`src/rtl/dbg_evt_pkg.sv`:
```
package dbg_evt_pkg;
  localparam int NFLAG    = 3;
  localparam int BIT_STEP = 2;
  localparam int BIT_RC   = 1;
  localparam int BIT_OSUC = 0;

  typedef enum logic [1:0] {
    ACC_ERR = 2'd0,
    ACC_RO  = 2'd1,
    ACC_RW  = 2'd2
  } acc_mode_e;
endpackage

```
`src/rtl/dbg_evt_access.sv`:
```
module dbg_evt_access
  import dbg_evt_pkg::*;
(
  input  logic      core_pwr,
  input  logic      dbg_dlock,
  input  logic      sw_lock,
  output acc_mode_e mode
);
  always_comb begin
    if (!core_pwr || dbg_dlock) mode = ACC_ERR;
    else if (sw_lock)           mode = ACC_RO;
    else                        mode = ACC_RW;
  end
endmodule

```
`src/rtl/dbg_evt_flag.sv`:
```
module dbg_evt_flag #(
  parameter bit WARM_LOAD = 1'b1
) (
  input  logic clk,
  input  logic rst_n,
  input  logic core_pwr,
  input  logic warm_rst,
  input  logic warm_val,
  input  logic set_i,
  input  logic clr_i,
  output logic pend_o
);
  logic pend_q, pend_d, pend_en, warm_hit;

  generate
    if (WARM_LOAD) begin : g_warm_load
      assign warm_hit = warm_rst;
    end else begin : g_warm_hold
      logic unused_warm;
      assign unused_warm = warm_rst ^ warm_val;
      assign warm_hit    = 1'b0;
    end
  endgenerate

  always_comb begin
    pend_en = !core_pwr || warm_hit || set_i || clr_i;
    if (!core_pwr)     pend_d = 1'b0;
    else if (warm_hit) pend_d = warm_val;
    else if (set_i)    pend_d = 1'b1;
    else               pend_d = 1'b0;
  end

  always_ff @(posedge clk or negedge rst_n) begin
    if (!rst_n)       pend_q <= 1'b0;
    else if (pend_en) pend_q <= pend_d;
  end

  assign pend_o = pend_q;


  set_wins_chk: assert property (@(posedge clk) disable iff (!rst_n)
    (core_pwr && !warm_hit && set_i) |=> pend_o);


  pwr_off_clear_chk: assert property (@(posedge clk) disable iff (!rst_n)
    !core_pwr |=> !pend_o);


  warm_load_chk: assert property (@(posedge clk) disable iff (!rst_n)
    (core_pwr && warm_hit) |=> (pend_o == $past(warm_val)));
endmodule

```
`src/rtl/dbg_evt_pend_reg.sv`:
```
module dbg_evt_pend_reg
  import dbg_evt_pkg::*;
#(
  parameter int          ADDR_W         = 12,
  parameter int          REG_W          = 32,
  parameter logic [11:0] REG_OFS        = 12'h020,
  parameter bit          STEP_WARM_LOAD = 1'b1
) (
  input  logic              clk,
  input  logic              rst_n,
  input  logic              warm_rst,
  input  logic              core_pwr,
  input  logic              dbg_dlock,
  input  logic              sw_lock,
  input  logic              ctl_step,
  input  logic              ctl_rce,
  input  logic [NFLAG-1:0]  evt_set,
  input  logic              bus_valid,
  input  logic [ADDR_W-1:0] bus_addr,
  input  logic              bus_write,
  input  logic [REG_W-1:0]  bus_wdata,
  output logic              bus_ready,
  output logic [REG_W-1:0]  bus_rdata,
  output logic              bus_err
);
  localparam int RSV_W = REG_W - NFLAG;
  localparam logic [ADDR_W-1:0] OFS = ADDR_W'(REG_OFS);

  acc_mode_e        mode;
  logic             hit;
  logic [NFLAG-1:0] clr_vec, flags, warm_vals;
  logic             ready_d, err_d, ready_q, err_q;
  logic [REG_W-1:0] rdata_d, rdata_q;
  logic             unused_wdata;

  assign unused_wdata = ^bus_wdata[REG_W-1:NFLAG];

  dbg_evt_access u_access (
    .core_pwr (core_pwr),
    .dbg_dlock(dbg_dlock),
    .sw_lock  (sw_lock),
    .mode     (mode)
  );

  always_comb begin
    warm_vals           = '0;
    warm_vals[BIT_STEP] = ctl_step;
    warm_vals[BIT_RC]   = ctl_rce;
    warm_vals[BIT_OSUC] = 1'b0;
  end

  assign hit = bus_valid && (bus_addr == OFS);

  always_comb begin
    clr_vec = '0;
    if (hit && bus_write && (mode == ACC_RW)) clr_vec = bus_wdata[NFLAG-1:0];
  end

  genvar k;
  generate
    for (k = 0; k < NFLAG; k++) begin : g_flag
      dbg_evt_flag #(
        .WARM_LOAD((k == BIT_STEP) ? STEP_WARM_LOAD : 1'b1)
      ) u_flag (
        .clk     (clk),
        .rst_n   (rst_n),
        .core_pwr(core_pwr),
        .warm_rst(warm_rst),
        .warm_val(warm_vals[k]),
        .set_i   (evt_set[k]),
        .clr_i   (clr_vec[k]),
        .pend_o  (flags[k])
      );
    end
  endgenerate

  always_comb begin
    ready_d = hit;
    err_d   = hit && (mode == ACC_ERR);
    rdata_d = '0;
    if (hit && !bus_write && (mode != ACC_ERR)) rdata_d = {{RSV_W{1'b0}}, flags};
  end

  always_ff @(posedge clk or negedge rst_n) begin
    if (!rst_n) begin
      ready_q <= 1'b0;
      err_q   <= 1'b0;
      rdata_q <= '0;
    end else begin
      ready_q <= ready_d;
      err_q   <= err_d;
      rdata_q <= rdata_d;
    end
  end

  assign bus_ready = ready_q;
  assign bus_err   = err_q;
  assign bus_rdata = rdata_q;


  decode_only_chk: assert property (@(posedge clk) disable iff (!rst_n)
    bus_ready |-> $past(bus_valid && (bus_addr == OFS)));


  err_rdata_chk: assert property (@(posedge clk) disable iff (!rst_n)
    (bus_ready && bus_err) |-> (bus_rdata == '0));


  ro_write_ignore_chk: assert property (@(posedge clk) disable iff (!rst_n)
    (hit && bus_write && core_pwr && !dbg_dlock && sw_lock && !warm_rst && (evt_set == '0))
      |=> (flags == $past(flags)));


  clear_chk: assert property (@(posedge clk) disable iff (!rst_n)
    (hit && bus_write && core_pwr && !dbg_dlock && !sw_lock && !warm_rst)
      |=> ((flags & $past(bus_wdata[NFLAG-1:0] & ~evt_set)) == '0));


  rsv_zero_chk: assert property (@(posedge clk) disable iff (!rst_n)
    bus_ready |-> (bus_rdata[REG_W-1:NFLAG] == '0));
endmodule

```
`config.mk`:
```
export PLATFORM = sky130hd
export DESIGN_NAME = dbg_evt_pend_reg
export DESIGN_NICKNAME = d
export VERILOG_FILES = /design/src/rtl/dbg_evt_pkg.sv /design/src/rtl/dbg_evt_access.sv /design/src/rtl/dbg_evt_flag.sv /design/src/rtl/dbg_evt_pend_reg.sv
export SDC_FILE = /design/constraint.sdc
export NUM_CORES = 1
export LEC_CHECK = 0
export BUFFER_PORTS_ARGS = -buffer_cell sky130_fd_sc_hd__buf_2
export CORE_AREA = 2 2 50 52
export CTS_CLUSTER_DIAMETER = 50
export DETAILED_ROUTE_END_ITERATION = 10
export DIE_AREA = 0 0 52 54
export GPL_ROUTABILITY_DRIVEN = 0
export PLACE_DENSITY = 0.77
export RECOVER_POWER = 25
export SLEW_MARGIN = 20
export SYNTH_ARGS = -nofsm -noshare
export SYNTH_HDL_FRONTEND = slang
export SYNTH_HIERARCHICAL = 1
export SYNTH_SLANG_ARGS = --single-unit
```
`constraint.sdc`:
```
create_clock -name clk -period 1.1 [get_ports clk]
set_clock_uncertainty 0.15 [all_clocks]
set_input_delay 0.11 -clock clk [delete_from_list [all_inputs] [get_ports clk]]
set_output_delay 0.11 -clock clk [all_outputs]
set_load 0.01 [all_outputs]
```
# --- Word-level counts from Yosys, hierarchy flattened ---
# Cells that the tools add are included.
word_totals:
  out_inout_bits: 34
  in_bits: 57
  elab_cells: 39
  ff_bits: 8
classes:
  reduce_logical: 18
  n_eq_ne: 2
  n_mux: 13
op_table:
  columns: ["cell", "n"]
  rows:
  - ["== test 12 x 6 -> 1 bit, second input constant", 1]
  - ["2-to-1 mux 1 bit", 9]
  - ["logical OR 1 bit", 8]
  - ["logical AND 1 bit", 6]
  - ["2-to-1 mux 3 bit", 2]
  - ["2-to-1 mux 2 bit", 2]
  - ["== test 2 bit, second input constant", 1]
  - ["logical NOT 1 bit", 2]
  - ["logical NOT 2 bit", 1]
  - ["nonzero test 2 bit", 1]

# --- Depth between registers and ports, before layout ---
# Gate-level depths: netlist of run 1.
logic_depth:
  word_depth: 7
  ltp_mapped: 5
  ltp_nobuf: 5

# --- Modules after synthesis ---
# The synthesis of run 1 kept the hierarchy.
modules_own_cells:
  columns: ["mod", "instances", "cells_each", "area_each_um2", "seq_area_each_um2"]
  rows:
  - ["dbg_evt_pend_reg", 1, 55, 491.7, 125.1]
  - ["dbg_evt_flag", 3, 4, 47.5, 25.0]
  - ["dbg_evt_access", 1, 2, 21.3, 0.0]

# --- Least setup slack after synthesis of run 1 ---
# Ideal clock, no wire load.
synth_path:
  kind: "input-to-reg"
  start: "input port bus_addr[6]"
  end: "register g_flag[0].u_flag.pend_q"
  setup_slack_ns: -0.310
  n_path_buf: 0
  cell_stages: 5
  setup_ns: 0.126
  arrival_ns: 1.134
  t_required_ns: 0.824
  path_cell_list: "nor4_2 nand4b_2 nor3_1 nor2b_1 o311a_1"
synth_between:
  elab_chain_cells: 6
synth_rtl:
  columns: ["element", "line", "text"]
  rows:
  - ["start, declared", "dbg_evt_pend_reg.sv:19", "input logic [ADDR_W-1:0] bus_addr,"]
  - ["== test 12 x 6 -> 1 bit", "dbg_evt_pend_reg.sv:52", "assign hit = bus_valid && (bus_addr == OFS);"]
  - ["logical AND 1 bit", "dbg_evt_pend_reg.sv:52", null]
  - ["logical AND 1 bit (2 in series)", "dbg_evt_pend_reg.sv:56", "if (hit && bus_write && (mode == ACC_RW)) clr_vec = bus_wdata[NFLAG-1:0];"]
  - ["2-to-1 mux 3 bit", "dbg_evt_pend_reg.sv:56", null]
  - ["via clr_vec[0]", "dbg_evt_pend_reg.sv:31", "logic [NFLAG-1:0] clr_vec, flags, warm_vals;"]
  - ["logical OR 1 bit", "dbg_evt_flag.sv:26", "pend_en = !core_pwr || warm_hit || set_i || clr_i;"]
  - ["end signal, assigned", "dbg_evt_flag.sv:35", "else if (pend_en) pend_q <= pend_d;"]
  - ["end, declared", "dbg_evt_flag.sv:13", "logic pend_q, pend_d, pend_en, warm_hit;"]
# The timed path passes the listed nets, and every way through them passes these cells.
# A chain may end at the register's enable or synchronous reset.

# --- Worst setup path after layout of run 1 ---
layout_path:
  start: "input port dbg_dlock"
  end: "register g_flag[1].u_flag.pend_q"
layout_between:
  elab_chain_cells: 6
layout_rtl:
  columns: ["element", "line", "text"]
  rows:
  - ["start, declared", "dbg_evt_pend_reg.sv:13", "input logic dbg_dlock,"]
  - ["logical OR 1 bit", "dbg_evt_access.sv:10", "if (!core_pwr || dbg_dlock) mode = ACC_ERR;"]
  - ["2-to-1 mux 2 bit", "dbg_evt_access.sv:10", null]
  - ["via mode[0]", "dbg_evt_pend_reg.sv:29", "acc_mode_e mode;"]
  - ["== test 2 bit", "dbg_evt_pend_reg.sv:56", null]
  - ["logical AND 1 bit", "dbg_evt_pend_reg.sv:56", null]
  - ["2-to-1 mux 3 bit", "dbg_evt_pend_reg.sv:56", null]
  - ["via clr_vec[1]", "dbg_evt_pend_reg.sv:31", null]
  - ["logical OR 1 bit", "dbg_evt_flag.sv:26", null]
  - ["end signal, assigned", "dbg_evt_flag.sv:35", null]
  - ["end, declared", "dbg_evt_flag.sv:13", null]
# The timed path passes the listed nets, and every way through them passes these cells.

==> results of run 1 <==
-- timing repair --
| item | 4_1_cts | 5_1_grt |
|---|---|---|
| hold endpoints to repair | 11 | 0 |
| setup buffers | 0 | 1 |
| gates resized for setup | 11 | 4 |
| pin swaps | 1 | 3 |
| endpoints found under the setup margin | 7 | 7 |
| hold buffers | 4 | 0 |
| gates cloned | 0 | 0 |
-- report_power, final --
part           total (W)  leakage, nW  internal (W)  switching (W)
Clock           0.000234       0.0138      0.000125       0.000109
Combinational   0.000201        0.373     0.0000911       0.000110
Sequential      0.000306        0.108      0.000302     0.00000390
-- Yosys cell counts (2+ instances only) --
cell type and number:
nand4b_1 3, nor3_1 3, nor2b_1 3, nor4_1 4, buf_4 29, nand2b_1 6, nor4_2 2, nor2_1 2
o311a_1 3, dfrtp_1 8
-- metal layers --
layer | wire length, um | GRT usage | vias to the layer above
li1 | - | - | 276
met4 | 29 | 0.0658 | 0
met2 | 753 | 0.196 | 42
met3 | 197 | 0.0278 | 3
met5 | 0 | 0 | -
met1 | 472 | 0.110 | 262
-- cell type report --
class	count	area (um2)
clock buffers	3	22.5
fillers	225	1350
multi-input cells	60	418
flip-flops and latches	8	200
well taps	30	37.5
repair buffers	44	288
-- worst max-delay path by stage --
stage	start	end	slack, ns	depth (start not counted)
6_report	dbg_dlock	g_flag[1].u_flag/pend_o	-0.08	6
5_1_grt	bus_addr[1]	g_flag[0].u_flag/pend_o	-0.16	6
4_1_cts	sw_lock	g_flag[1].u_flag/pend_o	-0.11	6
3_5_place_dp	bus_addr[1]	g_flag[0].u_flag/pend_o	-0.43	6
3_3_place_gp	bus_addr[1]	g_flag[1].u_flag/pend_o	-0.38	6
2_1_floorplan	bus_addr[4]	g_flag[0].u_flag/pend_o	-0.28	5
-- kinds of logic after synthesis --
group	count (synthesis)
AO/OA/AOI/OAI	3
buffers and inverters	30
flip-flops	8
other	1
AND/OR/NAND/NOR	27
-- through the flow --
step / power (W) / instance area, um2 / utilization / worst slack (ns)
floorplan: 0.000471 / 790 / - / -0.277
global placement: 0.000469 / 808 / 0.348 / -0.384
CTS: 0.000737 / 941 / 0.406 / -0.108
detailed placement: 0.000473 / 808 / 0.348 / -0.428
global route: 0.000784 / 966 / 0.416 / -0.160
finish: 0.000741 / 966 / 0.416 / -0.0848
-- flip-flops by register name, indices dropped and copies added, names as in the netlist --
| register | cells |
|---|---|
| bus_err | 1 |
| bus_ready | 1 |
| g_flag.u_flag/pend_o | 3 |
| bus_rdata | 3 |
==> run summary, run 1 <==
CP top delay family: simple AND/OR/NAND/NOR gates
Via density: 4.02
CP Max Fanout: 4
Maximum buffer depth of the clock tree: 2
Number of enable flip-flop cells after synthesis: 0
Initial Utilization: 0.283
Syn Inst Count: 69
Worst R2R Setup Slack: 0.05 ns
Drc violations: 0
Worst hold path class: primary input to register
Ant. Diodes: 0
Sequential fraction of the synthesis area: 0.305
Worst r2r src: g_flag[0].u_flag/pend_o
Largest net degree at the start of global routing: 9
Clk root buf: clkbuf_4
Post-synthesis mux area share: 0
Clock latency on the worst-skew pair: 0.26 ns
Hold EP: g_flag[0].u_flag/pend_o
Final cell count without fillers: 145
Chip height: 54 um
Layout cells sized above 1: 0.470
Crit path cell chain: buf_2 > and3b_1 > nand4b_1 > nor3_2 > nor2b_1 > o311a_1
Wirelength per Cell: 10.0 um
Final period util: 1.08
Commonest non-fill, non-tap cell in the layout: conb_1
Synth warnings: 6
Synth Cell Area: 656 um2
Hold depth: 2
Ys async rst share: 1.00
Largest family of logic cells by synthesized area: buffers and inverters
PD cells: 768 mW/mm2
Initial drt markers: 7
Post-synthesis xor/xnor area fraction: 0
Worst Setup Start Kind: primary input
Kind of critical path: primary input to register
H-tree depth: 1
DIE AREA: 0.00281 mm2
Worst-path cell with the longest stage delay: o311a_1
Die width: 52 um
Row cnt: 18
Core Region: 0.00232 mm2
Max Cap Violations: 0
Routed Antenna Nets: 0
Compound-Gate Fraction of Synth Area: 0.0458
Yosys top cell area share: 0.332
Area leader, netlist: buf_4
Failing checks: setup timing
Post-DP HPWL: 1.16 mm
Critical Path Max Stage Delay: 0.27 ns
Final wirelength: 1.45 mm
First-pass iteration count of the detailed router: 4
Crit path capture type: register
Total grt overflow: 0
FF+latch count, synth: 8
GR Util All Layers: 0.108
Number of global-route vias before repair: 506
Nets@finish: 174
Commonest cells after routing, fill and taps aside: 30 x conb_1, 27 x buf_2, 8 x dfrtp_1
First-pass GRT wire length: 2.18 mm
Synth cell types: 16
Num CTS Buffers: 3
Final WS setup: -0.0848 ns
F_max: 844 MHz
Final setup vio count: 4
Port Buffers: 32
Max VDD drop: 0.000268 V
Initial antenna violation count: 0
Worst-case reg-to-reg path depth: 2
RSZ-0062 raised after global routing: true
CTS tree: done
Leakage power: 0.494 nW
Clock Sink Count: 8
Min-delay src: warm_rst
CP Data Required Time: 1.10 ns
CP bufs+invs: 1
Hold Vio Cnt, Final: 0
Worst Hold Margin: 0.0389 ns
Area Overhead vs Synth: 47.3%
Syn Area/Cell: 9.50 um2
Outcome: complete, but fails checks
DP Cell Count: 137
Min Clock Period, post-route: 1.18 ns
Critical R2R Capture: g_flag[0].u_flag/pend_o
Critical Path AT: 1.18 ns
Top Ports: 91
Simple-Gate Fraction of Synth Area: 0.305
Adder-cell share of the synthesized area: 0
Clock-pin slew on the worst setup and hold paths: 0.06 ns
Setup TNS: -0.317 ns
Primary FF master, synth: dfrtp_1
Routed vias: 583
Max Slew Vio Count: 0
Area contributors post-synth: buf_4 33%, dfrtp_1 31%, nand2b_1 5.7%
Note: power is estimated with default switching activity, not from simulation.
==> inputs of run 2 (changes only) <==
--- a/config.mk
+++ b/config.mk
@@ -11,10 +11,9 @@
 export DETAILED_ROUTE_END_ITERATION = 10
 export DIE_AREA = 0 0 52 54
 export GPL_ROUTABILITY_DRIVEN = 0
-export PLACE_DENSITY = 0.77
+export PLACE_DENSITY = 0.75
 export RECOVER_POWER = 25
 export SLEW_MARGIN = 20
 export SYNTH_ARGS = -nofsm -noshare
 export SYNTH_HDL_FRONTEND = slang
-export SYNTH_HIERARCHICAL = 1
 export SYNTH_SLANG_ARGS = --single-unit
==> constraint.sdc (replaced) <==
create_clock -name clk -period 1.34 [get_ports clk]
set_clock_uncertainty 0.15 [all_clocks]
set_input_delay 0.335 -clock clk [delete_from_list [all_inputs] [get_ports clk]]
set_output_delay 0.335 -clock clk [all_outputs]
set_load 0.01 [all_outputs]
==> run summary, run 2 <==
Final WS setup: 0.0299 ns
Worst Setup Start Kind: primary input
First-pass iteration count of the detailed router: 4
CP Data Required Time: 1.37 ns
Max Slew Vio Count: 0
Worst Setup SP: bus_addr[0]
Initial Utilization: 0.265
Max VDD drop: 0.000317 V
Design area: 826 um2
RSZ-0062 raised after global routing: true
Ant. Diodes: 0
Final wirelength: 1.26 mm
Layout cells sized above 1: 0.406
Ys async rst share: 1.00
Port Buffers: 32
Number of global-route vias before repair: 455
Kind of critical path: primary input to register
Top Ports: 91
Maximum buffer depth of the clock tree: 2
H-tree depth: 1
Primary FF master, synth: dfrtp_1
Row cnt: 18
Number of enable flip-flop cells after synthesis: 0
Max Cap Violations: 0
Die width: 52 um
Crit path capture type: register
Min Clock Period, post-route: 1.31 ns
Clk root buf: clkbuf_4
DIE AREA: 0.00281 mm2
Placed Area: 733 um2
Outcome: complete, no violations
Post-DP HPWL: 1.04 mm
Min-delay src: evt_set[0]
Initial antenna violation count: 0
Final setup vio count: 0
Synth warnings: 0
First-pass GRT wire length: 1.80 mm
Final core utilization: 0.356
Leakage power: 0.472 nW
Hold Vio Cnt, Final: 0
Clock-pin slew on the worst setup and hold paths: 0.05 ns
Syn Area/Cell: 9.05 um2
Drc violations: 0
Wirelength per Cell: 9.24 um
PD cells: 683 mW/mm2
Final period util: 0.978
Clock latency on the worst-skew pair: 0.25 ns
GR Util All Layers: 0.0890
Commonest non-fill, non-tap cell in the layout: conb_1
Core Region: 0.00232 mm2
Total grt overflow: 0
Synth cell types: 16
FF+latch count, synth: 8
Nets@finish: 165
Area Overhead vs Synth: 34.1%
Initial drt markers: 6
Sequential fraction of the synthesis area: 0.325
Chip height: 54 um
Largest net degree at the start of global routing: 9
Post-placement setup slack: -0.264 ns
Area leader, netlist: buf_4
Synth Cell Area: 616 um2
Worst r2r src: g_flag[1].u_flag.pend_o
Routed vias: 506
Commonest cells in the netlist: 29 x buf_4, 8 x dfrtp_1, 7 x nor2_1
Routed Antenna Nets: 0
F_max: 763 MHz
CTS tree: done
Clock Sink Count: 8
Yosys top cell area share: 0.354
Total power: 0.000564 W
CP Max Fanout: 6
Critical Path AT: 1.34 ns
Setup TNS: 0 ns
Via density: 3.72
Area contributors post-synth: buf_4 35%, dfrtp_1 33%, nor4b_2 4.9%
Worst hold path class: primary input to register
Commonest cells after routing, fill and taps aside: 29 x conb_1, 28 x buf_2, 8 x dfrtp_1
Num CTS Buffers: 3
Most frequent cell after synthesis: buf_4
Syn Inst Count: 68
## run 2: changes by cell type after synthesis, sizes merged, moves of 3 or more
| cell | before | now |
|---|---|---|
| o311a | 3 | 0 |
| nor4 | 6 | 1 |
| nor2 | 2 | 7 |
| nand4b | 4 | 0 |
| nand2b | 6 | 1 |
| and2 | 0 | 3 |
| nand3b | 0 | 3 |
## run 2: repair_timing
item,CTS,global route
setup buffers,0,1
pin swaps,0,7
hold buffers,1,0
gates resized for setup,1,7
setup endpoints to repair,1,5
endpoints found under the hold margin,8,0
## run 2: stage by stage
step,hold WS (ns),std cells
6_report,0.222,136
5_1_grt,0.240,136
4_1_cts,0.200,135
3_5_place_dp,0.0369,131
3_3_place_gp,0.0286,131
2_1_floorplan,-0.111,96
## run 2: layer usage
layer	up-vias	global-route usage	wire length (um)
li1	240	-	-
met5	-	0	0
met2	36	0.169	646
met3	3	0.0250	163
met1	227	0.0854	425
met4	0	0.0526	21
## run 2: logic make-up (layout without fill, tap and decap cells)
group | Yosys count | in the layout | share of synthesized area
simple gates | 26 | 26 | 0.278
flops | 8 | 8 | 0.325
compound gates | 2 | 2 | 0.0244
other cells | 1 | 29 | 0.00609
buf+inv | 31 | 41 | 0.366
## run 2: worst paths after layout
check	end	slack, ns	depth (start not counted)
setup / recovery	bus_rdata[1]	0.03	5
hold / removal	g_flag[0].u_flag.pend_o	0.22	3
setup reg to reg	g_flag[1].u_flag.pend_o	0.44	3
hold reg to reg	bus_rdata[0]	0.33	1
max in group asynchronous	bus_rdata[1]	0.34	2
min in group asynchronous	g_flag[0].u_flag.pend_o	0.38	2
## run 2: report_power, final
part           switching (W)  total (W)  internal [W]  leakage [nW]
logic              0.0000798   0.000136     0.0000566         0.349
registers         0.00000302   0.000251      0.000248         0.109
clock network      0.0000748   0.000177      0.000102        0.0138
## run 2: worst max-delay path, cell delays in order
cell and delay, ns:
buf_6 0.09, nor4b_4 0.32, nand4_4 0.21, nor3b_4 0.23, and2_1 0.15
## run 2: layout make-up
| type | instances | area, um2 |
|---|---|---|
| repair buffers | 36 | 210 |
| multi-input cells | 57 | 348 |
| inverters | 2 | 7.51 |
| well taps | 30 | 37.5 |
| clock buffers | 3 | 22.5 |
| flip-flops and latches | 8 | 200 |
| fillers | 243 | 1490 |
